==> config.mk <==
export PLATFORM = sky130hd
export DESIGN_NAME = spi_hold_ctrl
export DESIGN_NICKNAME = d
export VERILOG_FILES = /design/src/rtl/spi_hold_pkg.sv /design/src/rtl/hold_pin_sync.sv /design/src/rtl/hold_edge_det.sv /design/src/rtl/hold_state.sv /design/src/rtl/spi_hold_ctrl.sv
export SDC_FILE = /design/constraint.sdc
export NUM_CORES = 1
export LEC_CHECK = 0
export ABC_AREA = 1
export BUFFER_PORTS_ARGS = -buffer_cell sky130_fd_sc_hd__buf_4
export CAP_MARGIN = 5
export CELL_PAD_IN_SITES_DETAIL_PLACEMENT = 2
export CELL_PAD_IN_SITES_GLOBAL_PLACEMENT = 2
export CORE_UTILIZATION = 27
export DETAILED_ROUTE_END_ITERATION = 7
export PLACE_DENSITY = 0.75
export SKIP_CTS_REPAIR_TIMING = 1
export SYNTH_ARGS = -nofsm -noshare
export SYNTH_HDL_FRONTEND = slang
export SYNTH_SLANG_ARGS = --single-unit
export TNS_END_PERCENT = 30
==> constraint.sdc <==
create_clock -name clk -period 0.9 [get_ports clk]
set_input_delay 0.045 -clock clk [delete_from_list [all_inputs] [get_ports clk]]
set_output_delay 0.045 -clock clk [all_outputs]
set_load 0.02 [all_outputs]
==> src/rtl/spi_hold_pkg.sv <==
package spi_hold_pkg;
  // Order of the synchronised pin bundle
  localparam int PIN_CS   = 2;
  localparam int PIN_HOLD = 1;
  localparam int PIN_SCK  = 0;
  localparam int PIN_W    = 3;

  // Idle pin levels: deselected, not paused, clock low
  localparam logic [PIN_W-1:0] PIN_IDLE = 3'b110;

  typedef struct packed {
    logic cs_n;
    logic hold_n;
    logic sck;
  } pins_t;
endpackage

==> src/rtl/hold_pin_sync.sv <==
module hold_pin_sync #(
  parameter int W = 3,
  parameter int STAGES = 2,
  parameter logic [W-1:0] RST_VAL = '0
) (
  input  logic         clk,
  input  logic         rst,
  input  logic [W-1:0] d,
  output logic [W-1:0] q
);
  logic [W-1:0] stg [STAGES];

  for (genvar i = 0; i < STAGES; i++) begin : g_stage
    if (i == 0) begin : g_first
      always_ff @(posedge clk) begin
        if (rst) stg[i] <= RST_VAL;
        else     stg[i] <= d;
      end
    end else begin : g_next
      always_ff @(posedge clk) begin
        if (rst) stg[i] <= RST_VAL;
        else     stg[i] <= stg[i-1];
      end
    end
  end

  assign q = stg[STAGES-1];
endmodule

==> src/rtl/hold_edge_det.sv <==
module hold_edge_det (
  input  logic clk,
  input  logic rst,
  input  logic sck_s,
  output logic rise,
  output logic fall
);
  logic sck_d;

  always_ff @(posedge clk) begin
    if (rst) sck_d <= 1'b0;
    else     sck_d <= sck_s;
  end

  assign rise = sck_s & ~sck_d;
  assign fall = ~sck_s & sck_d;
endmodule

==> src/rtl/hold_state.sv <==
module hold_state (
  input  logic clk,
  input  logic rst,
  input  logic cs_n_s,
  input  logic hold_n_s,
  input  logic sck_s,
  input  logic rise,
  input  logic fall,
  output logic hold_q,
  output logic so_oe_q,
  output logic rise_q,
  output logic fall_q,
  output logic abort_q
);
  logic hold_nx;
  logic quiet;

  // The pause level follows the pin only while the clock is low.
  // While the clock is high the current state is kept.
  always_comb begin
    if (cs_n_s)     hold_nx = 1'b0;
    else if (sck_s) hold_nx = hold_q;
    else            hold_nx = ~hold_n_s;
  end

  // An edge is passed on only if no pause is active on either side of it
  assign quiet = ~hold_q & ~hold_nx;

  always_ff @(posedge clk) begin
    if (rst) begin
      hold_q  <= 1'b0;
      so_oe_q <= 1'b0;
      rise_q  <= 1'b0;
      fall_q  <= 1'b0;
      abort_q <= 1'b0;
    end else begin
      hold_q  <= hold_nx;
      so_oe_q <= ~cs_n_s & ~hold_nx;
      rise_q  <= rise & quiet;
      fall_q  <= fall & quiet;
      abort_q <= hold_q & cs_n_s;
    end
  end
endmodule

==> src/rtl/spi_hold_ctrl.sv <==
module spi_hold_ctrl #(
  parameter int SYNC_STAGES = 2
) (
  input  logic clk,
  input  logic rst,
  input  logic hold_n,
  input  logic sck,
  input  logic cs_n,
  output logic hold_active,
  output logic so_oe,
  output logic sck_rise,
  output logic sck_fall,
  output logic hold_abort
);
  import spi_hold_pkg::*;

  pins_t raw_pins;
  logic [PIN_W-1:0] pins_s;
  logic rise_c;
  logic fall_c;

  assign raw_pins = '{cs_n: cs_n, hold_n: hold_n, sck: sck};

  hold_pin_sync #(
    .W(PIN_W), .STAGES(SYNC_STAGES), .RST_VAL(PIN_IDLE)
  ) i_sync (
    .clk(clk), .rst(rst), .d(raw_pins), .q(pins_s)
  );

  hold_edge_det i_edge (
    .clk(clk), .rst(rst), .sck_s(pins_s[PIN_SCK]),
    .rise(rise_c), .fall(fall_c)
  );

  hold_state i_state (
    .clk(clk), .rst(rst),
    .cs_n_s(pins_s[PIN_CS]), .hold_n_s(pins_s[PIN_HOLD]), .sck_s(pins_s[PIN_SCK]),
    .rise(rise_c), .fall(fall_c),
    .hold_q(hold_active), .so_oe_q(so_oe),
    .rise_q(sck_rise), .fall_q(sck_fall), .abort_q(hold_abort)
  );
endmodule

==> results of run 1 <==
==> critical path, cell delays in order (launching register included) <==
cell and delay (ns):
dfxtp_2 0.34, inv_2 0.05, nand2_1 0.10, nand3_2 0.10, nand2_2 0.09, nor2_1 0.04
==> path summary, 6_finish.rpt <==
| check | startpoint | end | slack [ns] | cells past startpoint |
|---|---|---|---|---|
| max | i_state.hold_q | i_state.fall_q | 0.08 | 5 |
| min | sck | i_sync.stg[0][0] | -0.002 | 3 |
| max reg2reg | i_state.hold_q | i_state.fall_q | 0.08 | 5 |
| min reg2reg | i_sync.stg[0][1] | i_sync.stg[1][1] | 0.41 | 1 |
==> placed cells by master (no fill, tap or decap) <==
cell / instances
dfxtp_2: 1
nand2_2: 3
clkbuf_4: 3
or2_1: 4
a21oi_1: 1
nand2_1: 2
buf_4: 9
dlygate4sd3_1: 2
nor2_1: 4
inv_1: 4
inv_2: 3
nor2_2: 1
nand3_1: 1
nor2_4: 1
nor3_1: 1
dfxtp_1: 11
nand3_2: 1
==> sequential cells by signal, summed over array words and instances, names as in the netlist <==
register / count
i_edge.sck_d: 1
i_state.fall_q: 1
i_state.so_oe_q: 1
i_state.abort_q: 1
i_state.hold_q: 1
i_state.rise_q: 1
i_sync.stg: 6
==> synth_stat cells <==
master    n  area, um2
dfxtp_1  12      240.2
inv_1     4      15.01
nor2_1    4      15.01
or2_1     4      25.02
inv_2     3      11.26
nand2_2   3      18.77
nand2_1   2      7.510
a21oi_1   1      5.000
buf_6     1      11.26
nand3_1   1      5.000
nand3_2   1      10.01
nor2_2    1      6.260
nor2_4    1      11.26
nor3_1    1      5.000
==> report_power, final <==
| group | internal, uW | leakage (uW) | total [uW] | switching [uW] |
|---|---|---|---|---|
| logic | 32.9 | 0.000118 | 67.0 | 34.1 |
| clock network | 155 | 0.0000138 | 312 | 158 |
| registers | 548 | 0.0000989 | 555 | 6.28 |
==> cell families (layout without fill, tap and decap cells) <==
group                  Yosys count  count (layout)  synth area share [%]
buffers and inverters            8              21                 9.707
AND/OR/NAND/NOR                 18              18                 26.86
AO/OA/AOI/OAI                    1               1                 1.293
flip-flops                      12              12                 62.14
==> layout make-up <==
class | instances | area, um2
clock buffer | 3 | 22.52
sequential | 12 | 241.5
multi-input combinational | 19 | 108.9
timing repair buffer | 11 | 87.58
tap | 15 | 18.77
inverter | 7 | 26.28
fill | 152 | 812.0
==> through the flow <==
step	hold WS, ns	setup slack [ns]	utilization [%]
after floorplan	0.1421	0.01575	-
after global placement	0.2235	0.1286	35.04
after detailed placement	0.2297	0.03289	35.04
after CTS	-0.05112	0.02334	36.75
after global routing	0.007924	0.02001	38.37
final	-0.002036	0.07929	38.37
==> routing by layer <==
layer / track usage, % / vias up
li1: - / 141
met1: 9.689 / 139
met2: 26.23 / 10
met3: 5.114 / 2
met4: 12.93 / 0
met5: 0 / -
==> results.txt, run 1 <==
status: finished with violations
failing checks: negative hold slack
minimum clock period: 0.8207 ns
final hold vios: 1
chip width: 39.84 um
RePlAce Congestion: 0.6557
post-detailed-route count of antenna-violating nets: 0
Final Cell Area: 505.5 um2
Die Span Y: 39.84 um
metal2 WL: 490 um
Longest Clk Path Bufs: 2
Num CTS Buffers: 3
total global-route track usage: 13.73%
maximum vdd drop: 0.8156 mV
placed cells: 62
Worst-Margin Slew: 0.1552 ns
final max-slew violation count: 0
Max Cap Viol: 0
synth warn: 0
Initial DRC Count: 0
Layout area overhead: 30.74%
M1 wire length: 239 um
fin crit share: 91.19%
ant diodes: 0
total global routing overflow: 0
die area: 1587 um2
layout cells sized above 1: 42.31%
vias in the first global route: 313
via/cell ratio: 4.358
IO Pins: 10
RSZ-0062 raised after global routing: false
synthesis-stage register bit count: 12
core area: 1318 um2
Setup TNS Final: 0 ns
Layout Nets: 59
Clock Tree Root: clkbuf_4
Syn Area/Cell: 9.913 um2
clk_skew: 0.002087 ns
CTS tree: yes
clk sinks: 12
WL final: 782 um
Startpoint Class: flop
drt wl/cell: 11.67 um
Hold Path Class: in2reg
max layer used: met4
Yosys cell types: 14
DRC errors left: 0
met3 WL: 43 um
CP Capture Type: flop
worst hold slack: -0.002036 ns
port bufs: 9
Worst Path Required: 1.07 ns
critical path type: reg2reg
Design Power: 934.1 uW
largest net degree at the start of global routing: 11
clock-pin transition on the worst setup and hold timing paths: 0.07 ns
fin cells: 67
placed inst area: 461.7 um2
number of cell rows: 13
syn_nets: 44
Initial Utilization: 29.34%
initial antenna violation count: 0
global-route wire length before repair: 1.235 mm
cells after synthesis: 39
hpwl dp: 635.6 um
Power Density: 1848 nW/um2
clk_lat worst skew: 0.26 ns
drt first pass iters: 1
H-tree level count: 1
crit path max fanout: 3
Max Freq: 1218 MHz
headroom to the max-slew limit: 89.65%
vias: 292
synthesized area: 386.6 um2
sequential cell area fraction in the yosys report: 62.14%
critical path data arrival time: 0.99 ns
# setup viols final: 0
Leak: 0.0002310 uW
Power figures use the tool's default switching activity.
==> run 2, diff against run 1 <==
- CORE_UTILIZATION: 27 -> 29
- HOLD_SLACK_MARGIN: not set -> 0.08
- PLACE_DENSITY: 0.75 -> 0.8
- clock period: 0.9 -> 1 ns (I/O delays scaled with it)
==> results.txt, run 2 (same netlist as run 1, synthesis figures left out) <==
drt wl/cell: 10.59 um
Num CTS Buffers: 3
clk_skew: 0.002979 ns
vias in the first global route: 267
# setup viols final: 0
critical path type: in2reg
ant diodes: 0
placed cells: 61
core area: 1171 um2
chip width: 38.51 um
Leak: 0.0002460 uW
Worst-Margin Slew: 0.1452 ns
headroom to the max-slew limit: 90.25%
multi-input gate area in the final layout: 108.9 um2
fin cells: 69
global-route wire length before repair: 1.104 mm
total global routing overflow: 0
die area: 1483 um2
Layout area overhead: 38.83%
Clock Tree Root: clkbuf_4
final max-slew violation count: 0
RSZ-0062 raised after global routing: false
via/cell ratio: 4.319
Max Cap Viol: 0
CP top delay family: buffers and inverters
reg2reg setup slack: 0.19 ns
max FFs per register: 6
DRC errors left: 0
vias: 298
Worst Path Required: 1.21 ns
worst hold path depth: 2
WL final: 731 um
clock-pin transition on the worst setup and hold timing paths: 0.08 ns
largest net degree at the start of global routing: 11
Die Span Y: 38.51 um
slowest stage cell, crit path: dlygate4sd3_1
hpwl dp: 495.7 um
critical path data arrival time: 1.05 ns
number of cell rows: 12
Design Power: 946.7 uW
worst hold slack: 0.4053 ns
post-detailed-route count of antenna-violating nets: 0
Initial DRC Count: 1
crit-path max cell delay: 0.54 ns
commonest non-fill, non-tap cell in the layout: dfxtp_1
Power Density: 1764 nW/um2
Initial Utilization: 33.01%
CP Cell Sequence: dlygate4sd3_1, buf_4, nor2_4, nand2_2, nor2_2
Max Freq: 1198 MHz
Setup TNS Final: 0 ns
IO Pins: 10
CP Capture Type: flop
fin crit share: 83.50%
Seq. cell area: 240.2 um2
Layout Nets: 61
Levels on crit path: 5
largest register by flop count: i_sync.stg
crit path max fanout: 10
placed inst area: 460.4 um2
Hold Path Class: reg2reg
drt first pass iters: 3
status: finished clean
clk sinks: 12
Critical path buffers and inverters: 2
Startpoint Class: input port
Register-to-Register Path Depth: 5
maximum vdd drop: 0.8731 mV
Longest Clk Path Bufs: 2
port bufs: 9
FILL cells: 135
Final Cell Area: 536.8 um2
final hold vios: 0
layout cells sized above 1: 40.00%
total global-route track usage: 11.91%
RePlAce Congestion: 0.7108
clk_lat worst skew: 0.27 ns
CTS tree: yes
minimum clock period: 0.8350 ns
most frequent cells in the layout: dfxtp_1, buf_4
initial antenna violation count: 0
H-tree level count: 1
-- run 2: cell types whose count changed in the layout (fill, tap and decap cells not counted) --
| cell | change |
|---|---|
| dlygate4sd3_1 | +2 |
| clkbuf_8 | +1 |
| dfxtp_1 | +1 |
| dfxtp_2 | -1 |
-- run 2: path summary, 6_finish.rpt --
check                     endpoint        startpoint
setup / recovery    i_state.rise_q               rst
hold / removal    i_sync.stg[1][0]  i_sync.stg[0][0]
setup reg to reg    i_state.fall_q    i_state.hold_q
hold reg to reg   i_sync.stg[1][0]  i_sync.stg[0][0]
-- run 2: through the flow --
step / utilization (%) / worst slack, ns
after floorplan: - / 0.1157
after global placement: 39.32 / 0.2388
after detailed placement: 39.32 / 0.1903
after CTS: 42.41 / 0.1644
after global routing: 45.83 / 0.1082
final: 45.83 / 0.1650
-- run 2: power by group --
group / switching, uW / internal, uW / leakage (uW) / total (uW)
clock: 161 / 221 / 0.0000210 / 382
combinational: 31.7 / 34.7 / 0.000127 / 66.5
sequential: 5.08 / 493 / 0.0000984 / 498
-- run 2: cell type report --
cell class                 instances  share of cell area [%]
timing repair buffer              13                   20.05
clock buffer                       4                   6.760
tap                               14                   3.263
sequential                        12                   44.76
multi-input combinational         19                   20.28
inverter                           7                   4.895
-- run 2: metal layers --
| layer | global-route usage (%) | wire length [um] | up-vias |
|---|---|---|---|
| met3 | 5.233 | 40 | 0 |
| met2 | 20.42 | 421 | 10 |
| met1 | 11.27 | 269 | 139 |
| met4 | 7.759 | 0 | 0 |
| met5 | 0 | 0 | - |
| li1 | - | - | 149 |
-- run 2: worst min-delay path, cell delays in order, from the launching register on --
cell and delay (ns):
dfxtp_1 0.30, inv_1 0.04, nor2_1 0.03
